==> src/rtl/irx_pkg.sv <==
package irx_pkg;

  typedef enum logic [1:0] {
    MODE_RUN     = 2'd0,
    MODE_SD_WAIT = 2'd1,
    MODE_OFF     = 2'd2,
    MODE_WAKE    = 2'd3
  } irx_mode_e;

  // Converts a duration in nanoseconds to clock cycles, never below one.
  function automatic int unsigned ns_to_cyc(longint unsigned hz, longint unsigned ns);
    longint unsigned c;
    c = (hz * ns) / 64'd1000000000;
    if (c == 0) c = 1;
    return int'(c);
  endfunction

endpackage

==> src/rtl/irx_sync.sv <==
module irx_sync #(
  parameter int W = 3
) (
  input  logic         clk,
  input  logic         rst_n,
  input  logic [W-1:0] d,
  output logic [W-1:0] q
);

  logic [W-1:0] meta_q;

  for (genvar i = 0; i < W; i++) begin : g_bit
    always_ff @(posedge clk or negedge rst_n) begin
      if (!rst_n) begin
        meta_q[i] <= 1'b0;
        q[i]      <= 1'b0;
      end else begin
        meta_q[i] <= d[i];
        q[i]      <= meta_q[i];
      end
    end
  end

endmodule

==> src/rtl/irx_mode_ctrl.sv <==
module irx_mode_ctrl
  import irx_pkg::*;
#(
  parameter int unsigned SD_CYC   = 50000,
  parameter int unsigned WAKE_CYC = 2500
) (
  input  logic      clk,
  input  logic      rst_n,
  input  logic      sd_s,
  output irx_mode_e mode
);

  localparam int unsigned MAXC = (SD_CYC > WAKE_CYC) ? SD_CYC : WAKE_CYC;
  localparam int CW = $clog2(MAXC + 1);
  localparam int RW = CW + 1;
  localparam logic [CW-1:0] SD_LAST   = CW'(SD_CYC - 1);
  localparam logic [CW-1:0] WAKE_LAST = CW'(WAKE_CYC - 1);

  irx_mode_e     mode_q, mode_d;
  logic [CW-1:0] cnt_q, cnt_d;
  logic          cnt_en;

  always_comb begin
    mode_d = mode_q;
    cnt_d  = cnt_q + CW'(1);
    cnt_en = 1'b0;
    case (mode_q)
      MODE_RUN: begin
        if (sd_s) begin
          mode_d = MODE_SD_WAIT;
          cnt_d  = '0;
          cnt_en = 1'b1;
        end
      end
      MODE_SD_WAIT: begin
        if (!sd_s)                 mode_d = MODE_RUN;
        else if (cnt_q == SD_LAST) mode_d = MODE_OFF;
        else                       cnt_en = 1'b1;
      end
      MODE_OFF: begin
        if (!sd_s) begin
          mode_d = MODE_WAKE;
          cnt_d  = '0;
          cnt_en = 1'b1;
        end
      end
      default: begin
        if (sd_s) begin
          mode_d = MODE_SD_WAIT;
          cnt_d  = '0;
          cnt_en = 1'b1;
        end else if (cnt_q == WAKE_LAST) begin
          mode_d = MODE_RUN;
        end else begin
          cnt_en = 1'b1;
        end
      end
    endcase
  end

  always_ff @(posedge clk or negedge rst_n) begin
    if (!rst_n) begin
      mode_q <= MODE_RUN;
      cnt_q  <= '0;
    end else begin
      mode_q <= mode_d;
      if (cnt_en) cnt_q <= cnt_d;
    end
  end

  assign mode = mode_q;

  // Independent run-length counters of the synchronized request level.
  logic [RW-1:0] hi_run_q, lo_run_q;
  always_ff @(posedge clk or negedge rst_n) begin
    if (!rst_n) begin
      hi_run_q <= '0;
      lo_run_q <= '0;
    end else begin
      if (!sd_s) hi_run_q <= '0;
      else if (hi_run_q != RW'(SD_CYC + 1)) hi_run_q <= hi_run_q + RW'(1);
      if (sd_s) lo_run_q <= '0;
      else if (lo_run_q != RW'(WAKE_CYC + 1)) lo_run_q <= lo_run_q + RW'(1);
    end
  end

  AST_OFF_NEEDS_HOLD: assert property (@(posedge clk) disable iff (!rst_n)
    (mode_q == MODE_OFF && $past(mode_q) != MODE_OFF) |-> (hi_run_q >= RW'(SD_CYC)));

  AST_RUN_AFTER_WAKE: assert property (@(posedge clk) disable iff (!rst_n)
    (mode_q == MODE_RUN && $past(mode_q) == MODE_WAKE) |-> (lo_run_q >= RW'(WAKE_CYC)));

endmodule

==> src/rtl/irx_eye_limit.sv <==
module irx_eye_limit #(
  parameter int unsigned EYE_CYC = 2000
) (
  input  logic clk,
  input  logic rst_n,
  input  logic txd_s,
  input  logic allow,
  output logic led_q
);

  localparam int EW = $clog2(EYE_CYC + 1);
  localparam logic [EW-1:0] EYE_MAX = EW'(EYE_CYC);

  logic [EW-1:0] eye_cnt_q, eye_cnt_d;
  logic          led_d;

  always_comb begin
    if (!txd_s)                 eye_cnt_d = '0;
    else if (eye_cnt_q == EYE_MAX) eye_cnt_d = eye_cnt_q;
    else                        eye_cnt_d = eye_cnt_q + EW'(1);
    led_d = allow && txd_s && (eye_cnt_q < EYE_MAX);
  end

  always_ff @(posedge clk or negedge rst_n) begin
    if (!rst_n) begin
      eye_cnt_q <= '0;
      led_q     <= 1'b0;
    end else begin
      eye_cnt_q <= eye_cnt_d;
      led_q     <= led_d;
    end
  end

  logic [EW-1:0] led_run_q;
  always_ff @(posedge clk or negedge rst_n) begin
    if (!rst_n)                      led_run_q <= '0;
    else if (!led_q)                 led_run_q <= '0;
    else if (led_run_q != EYE_MAX)   led_run_q <= led_run_q + EW'(1);
  end

  AST_EYE_CAP: assert property (@(posedge clk) disable iff (!rst_n)
    led_q |-> (led_run_q < EYE_MAX));

  AST_LED_NEEDS_TX: assert property (@(posedge clk) disable iff (!rst_n)
    led_q |-> $past(txd_s));

endmodule

==> src/rtl/irx_rx_oneshot.sv <==
module irx_rx_oneshot #(
  parameter int unsigned PULSE_CYC = 20
) (
  input  logic clk,
  input  logic rst_n,
  input  logic trig,
  input  logic clear,
  output logic busy
);

  localparam int PW = $clog2(PULSE_CYC + 1);
  localparam logic [PW-1:0] P_LAST = PW'(PULSE_CYC - 1);

  logic          busy_q, busy_d;
  logic [PW-1:0] cnt_q, cnt_d;
  logic          cnt_en;

  always_comb begin
    busy_d = busy_q;
    cnt_d  = cnt_q;
    cnt_en = 1'b0;
    if (clear) begin
      busy_d = 1'b0;
    end else if (busy_q) begin
      if (cnt_q == '0) begin
        busy_d = 1'b0;
      end else begin
        cnt_d  = cnt_q - PW'(1);
        cnt_en = 1'b1;
      end
    end else if (trig) begin
      busy_d = 1'b1;
      cnt_d  = P_LAST;
      cnt_en = 1'b1;
    end
  end

  always_ff @(posedge clk or negedge rst_n) begin
    if (!rst_n) begin
      busy_q <= 1'b0;
      cnt_q  <= '0;
    end else begin
      busy_q <= busy_d;
      if (cnt_en) cnt_q <= cnt_d;
    end
  end

  assign busy = busy_q;

  logic [PW-1:0] low_run_q;
  always_ff @(posedge clk or negedge rst_n) begin
    if (!rst_n)                            low_run_q <= '0;
    else if (!busy_q)                      low_run_q <= '0;
    else if (low_run_q != PW'(PULSE_CYC))  low_run_q <= low_run_q + PW'(1);
  end

  AST_PULSE_MAX: assert property (@(posedge clk) disable iff (!rst_n)
    busy_q |-> (low_run_q < PW'(PULSE_CYC)));

  AST_NO_RESTART: assert property (@(posedge clk) disable iff (!rst_n)
    ($past(busy_q) && busy_q) |-> (cnt_q < $past(cnt_q)));

endmodule

==> src/rtl/irtrx_ctrl.sv <==
module irtrx_ctrl
  import irx_pkg::*;
#(
  parameter longint unsigned CLK_HZ = 50000000
) (
  input  logic clk,
  input  logic rst_n,
  input  logic txd_in,
  input  logic sd_in,
  input  logic light_in,
  output logic led_on,
  output logic rxd_val,
  output logic rxd_oe
);

  localparam int unsigned SD_CYC    = ns_to_cyc(CLK_HZ, 1000000);
  localparam int unsigned WAKE_CYC  = ns_to_cyc(CLK_HZ, 50000);
  localparam int unsigned EYE_CYC   = ns_to_cyc(CLK_HZ, 40000);
  localparam int unsigned PULSE_CYC = ns_to_cyc(CLK_HZ, 400);

  logic [2:0] raw_in, sync_q;
  logic       txd_s, sd_s, lit_s;
  logic       txd_prev_q, lit_prev_q;
  logic       txd_fall, lit_rise;
  irx_mode_e  mode;
  logic       tx_allow, rx_trig, rx_clear, rx_busy;

  assign raw_in = {light_in, sd_in, txd_in};

  irx_sync #(.W(3)) u_sync (
    .clk  (clk),
    .rst_n(rst_n),
    .d    (raw_in),
    .q    (sync_q)
  );

  assign txd_s = sync_q[0];
  assign sd_s  = sync_q[1];
  assign lit_s = sync_q[2];

  always_ff @(posedge clk or negedge rst_n) begin
    if (!rst_n) begin
      txd_prev_q <= 1'b0;
      lit_prev_q <= 1'b0;
    end else begin
      txd_prev_q <= txd_s;
      lit_prev_q <= lit_s;
    end
  end

  assign txd_fall = txd_prev_q && !txd_s;
  assign lit_rise = lit_s && !lit_prev_q;

  irx_mode_ctrl #(.SD_CYC(SD_CYC), .WAKE_CYC(WAKE_CYC)) u_mode (
    .clk  (clk),
    .rst_n(rst_n),
    .sd_s (sd_s),
    .mode (mode)
  );

  assign tx_allow = (mode == MODE_RUN);

  irx_eye_limit #(.EYE_CYC(EYE_CYC)) u_eye (
    .clk  (clk),
    .rst_n(rst_n),
    .txd_s(txd_s),
    .allow(tx_allow),
    .led_q(led_on)
  );

  always_comb begin
    rx_trig  = ((mode == MODE_RUN) && !txd_s && lit_rise) ||
               ((mode == MODE_SD_WAIT) && txd_fall);
    rx_clear = txd_s || (mode == MODE_OFF) || (mode == MODE_WAKE);
  end

  irx_rx_oneshot #(.PULSE_CYC(PULSE_CYC)) u_rx (
    .clk  (clk),
    .rst_n(rst_n),
    .trig (rx_trig),
    .clear(rx_clear),
    .busy (rx_busy)
  );

  assign rxd_val = !rx_busy;
  assign rxd_oe  = (mode != MODE_OFF);

  AST_OFF_DARK: assert property (@(posedge clk) disable iff (!rst_n)
    !rxd_oe |-> (!led_on && rxd_val));

  AST_RX_QUIET_TX: assert property (@(posedge clk) disable iff (!rst_n)
    led_on |-> rxd_val);

  AST_LED_AWAKE_ONLY: assert property (@(posedge clk) disable iff (!rst_n)
    led_on |-> $past(mode == MODE_RUN));

endmodule

==> config.mk <==
export PLATFORM = sky130hd
export DESIGN_NAME = irtrx_ctrl
export DESIGN_NICKNAME = d
export VERILOG_FILES = /design/src/rtl/irx_pkg.sv /design/src/rtl/irx_sync.sv /design/src/rtl/irx_mode_ctrl.sv /design/src/rtl/irx_eye_limit.sv /design/src/rtl/irx_rx_oneshot.sv /design/src/rtl/irtrx_ctrl.sv
export SDC_FILE = /design/constraint.sdc
export NUM_CORES = 1
export LEC_CHECK = 0
export ABC_AREA = 1
export BUFFER_PORTS_ARGS = -buffer_cell sky130_fd_sc_hd__buf_2
export CORE_MARGIN = 5
export CORE_UTILIZATION = 40
export CTS_BUF_LIST = sky130_fd_sc_hd__clkbuf_2
export DETAILED_ROUTE_END_ITERATION = 10
export PLACE_DENSITY = 0.67
export SLEW_MARGIN = 10
export SYNTH_ARGS = -nofsm -noshare
export SYNTH_HDL_FRONTEND = slang
export SYNTH_SLANG_ARGS = --single-unit
==> constraint.sdc <==
create_clock -name clk -period 1.5 [get_ports clk]
set_clock_uncertainty 0.1 [all_clocks]
set_input_delay 0.375 -clock clk [delete_from_list [all_inputs] [get_ports clk]]
set_output_delay 0.375 -clock clk [all_outputs]
set_load 0.05 [all_outputs]
==> results.toml <==
[sta]
finalCritPeriodShare = 1.252
worst-slew-pin-transition_ns = 0.5027
slew_viol_final = 0
worst_slack_ns = -0.3778
tns_ns = -6.988
clock.fmax_mhz = 532.6
hold_violations = 0
grt_setup_unrepaired = "yes"
fin_hold_ws_ns = 0.2898
setup_viol = 31
period_needed_ns = 1.878
relSlewSlack = 0.6649

[route]
vias = 2665
postRouteWirelength_mm = 7.152
drc_errors = 0
drt-pass1-iter-count = 4
viasPerCell = 5.086
drtAntennaViolNets = 0
drt_iter0_drc = 122
post_drt_wl_per_cell_um = 13.65

[clock_network]
htreeDepth = 2
insertion_delay_ns = 0.42
cts_tree = "done"
clkSinkCount = 44
cts_made_buffers = 5
clkTransAtPathRegs_ns = 0.24
clockRootBuffer = "clkbuf_2"
clock_path_buffers = 2

[setup_path]
worst_ep_arrival_time_ns = 1.40
required_ns = 1.02
cp-end-kind = "primary output"
path_cells = "inv_2 -> ha_4 -> inv_8 -> buf_6 -> buf_8"
max_stage_delay_ns = 0.45
cp-start-kind = "flip-flop"
crit_path_top_delay_cell = "dfrtp_1"
critical_path_class = "reg2out"
worstPathMaxFanout = 2

[synth]
yosysTopAreaCell = "dfrtp_1"
synth_fp_nets = 369
synth.distinct_cells = 35
yosys_warnings = 0
synth_cells = 356
synth_ff_type = "dfrtp_1"
synth_area_leaders = "dfrtp_1, nand2_1, inv_1, nor2_1, nand3_1"
ys_async_sr_fraction = 1.000
seq_area_frac_synth = 0.4157
ys_ff_latch = 44
syn_area_um2 = 2649
synth_top_cell_area_share = 0.4157
synth_edf_count = 0
avgSynthCellArea_um2 = 7.440

[final_layout]
mostFrequentLayoutCells = "nand2_1, buf_4, dfrtp_1"
nNetsFinal = 459
final_common_cell = "nand2_1"
antennaDiodeCount = 0
final_cells = 524
stdcell_area_um2 = 3787
area_delta_synth_final_pct = 42.99
layout-drive-gt1-share = 0.3960

[status]
status = "finished, violations left"
violations = "setup timing"

[power]
power_switching_mw = 2.068
power.internal_mw = 2.733
comb_power_share = 0.585
p_sw_frac = 0.4307
p_seq_frac = 0.302
p_clk_frac = 0.113
ir_drop_mv = 0.8210
leakagePower_nw = 1.814
total_power_mw = 4.801
cellPowerDensity_nw_per_um2 = 1268

[placed_design]
placed_area_um2 = 3233
globalplace.congestion = 0.8751
dp_hpwl_mm = 4.771
placed_cells = 494
port_buffers = 7

[die]
start_util = 0.4148
io_pins = 8
core_um2 = 6386
dieArea_um2 = 8349
die_width_um = 91.38
fp-row-count = 29
fp.dieH_um = 91.38

[job]
maxCapViolCount = 0

[global_route]
grt_max_degree = 45
overflow = 0
grt_pass1_wl_mm = 11.87
antenna_found_initial = 0
grt_pass1_vias = 2644
track_usage = 0.1736

[worst_hold_path]
hold_class = "reg2reg"
[registers in the layout (all words and copies together), names as in the netlist]
signal and flops:
lit_prev_q 1, txd_prev_q 1, u_eye.eye_cnt_q 11, u_eye.led_q 1, u_mode.cnt_q 16, u_mode.mode 2, u_rx.busy 1, u_rx.cnt_q 5
u_sync.meta_q 3, u_sync.q 3
[cells by family (layout without fill, tap and decap cells)]
kind of cell,Yosys count,in the layout,synth area share
AO/OA/AOI/OAI,45,45,0.1011
AND/OR/NAND/NOR,193,193,0.3401
flip-flops,44,44,0.4157
XOR/XNOR,2,2,0.006614
adder cells (fa/ha/maj),8,8,0.03779
buffers and inverters,64,155,0.09872
[layer usage]
layer  part of all wire  global-route usage  wire length, µm
met4              0.020             0.05134              140
met3              0.034             0.04132              246
met2               0.53              0.3065             3820
met1               0.41              0.2088             2945
met5                  0                   0                0
[power groups by stage]
stage | clock network [mW] | logic (mW) | registers, mW
2_1_floorplan | 0 | 1.20 | 1.48
6_report | 0.541 | 2.81 | 1.45
3_3_place_gp | 0 | 1.84 | 1.47
4_1_cts | 0.559 | 2.55 | 1.44
3_5_place_dp | 0 | 1.88 | 1.47
5_1_grt | 0.605 | 3.04 | 1.47
[path summary, 6_finish.rpt]
| path | slack (ns) | from | depth (start not counted) | to |
|---|---|---|---|---|
| worst max-delay path | -0.38 | u_mode.mode[0]$_DFFE_PN0P_ | 5 | rxd_oe |
| worst min-delay path | 0.29 | u_sync.meta_q[1]$_DFF_PN0_ | 0 | u_sync.q[1]$_DFF_PN0_ |
| worst max register to register | -0.35 | u_mode.mode[1]$_DFFE_PN0P_ | 10 | u_mode.cnt_q[11]$_DFFE_PN0P_ |
| worst min register to register | 0.29 | u_sync.meta_q[1]$_DFF_PN0_ | 0 | u_sync.q[1]$_DFF_PN0_ |
| max in group asynchronous | 0.76 | rst_n | 3 | u_rx.busy$_DFF_PN0_ |
| min in group asynchronous | 0.31 | rst_n | 3 | u_mode.cnt_q[7]$_DFFE_PN0P_ |
[cell usage after synthesis (6+ instances only)]
cell type  number
nand2_1        82
nor2_1         39
nor2_2          6
nand4_1        15
nand2_2         7
o21ai_0        19
inv_2          11
inv_1          48
a21oi_1        10
ha_1            8
nand3_1        28
dfrtp_1        44
[layout make-up]
cell class / count / area (µm²)
Fill cell: 540 / 2599
Multi-Input combinational cell: 248 / 1553
Sequential cell: 44 / 1102
Timing Repair Buffer: 88 / 740.7
Inverter: 59 / 246.5
Tap cell: 77 / 96.34
Clock buffer: 5 / 25.02
Clock inverter: 3 / 23.77
[stage by stage]
stage | worst slack [ns] | utilization
6_report | -0.3778 | 0.5931
5_1_grt | -0.4605 | 0.5931
4_1_cts | -0.3751 | 0.5684
3_5_place_dp | -0.3266 | 0.5063
3_3_place_gp | -0.2912 | 0.5063
2_1_floorplan | -0.1830 | -
[critical path: cells and delay by family (launching register included)]
kind | cells | cell delay, ns
adders and majority gates | 1 | 0.17
buffers and inverters | 4 | 0.37
DFF | 1 | 0.45
[repair_timing]
action,4_1_cts,5_1_grt
endpoints found under the setup margin,34,35
buffers inserted,13,5
hold buffers,4,0
pin swaps,12,9
hold endpoints to repair,47,0
resized for setup,62,33
Power figures use the tool's default switching activity.
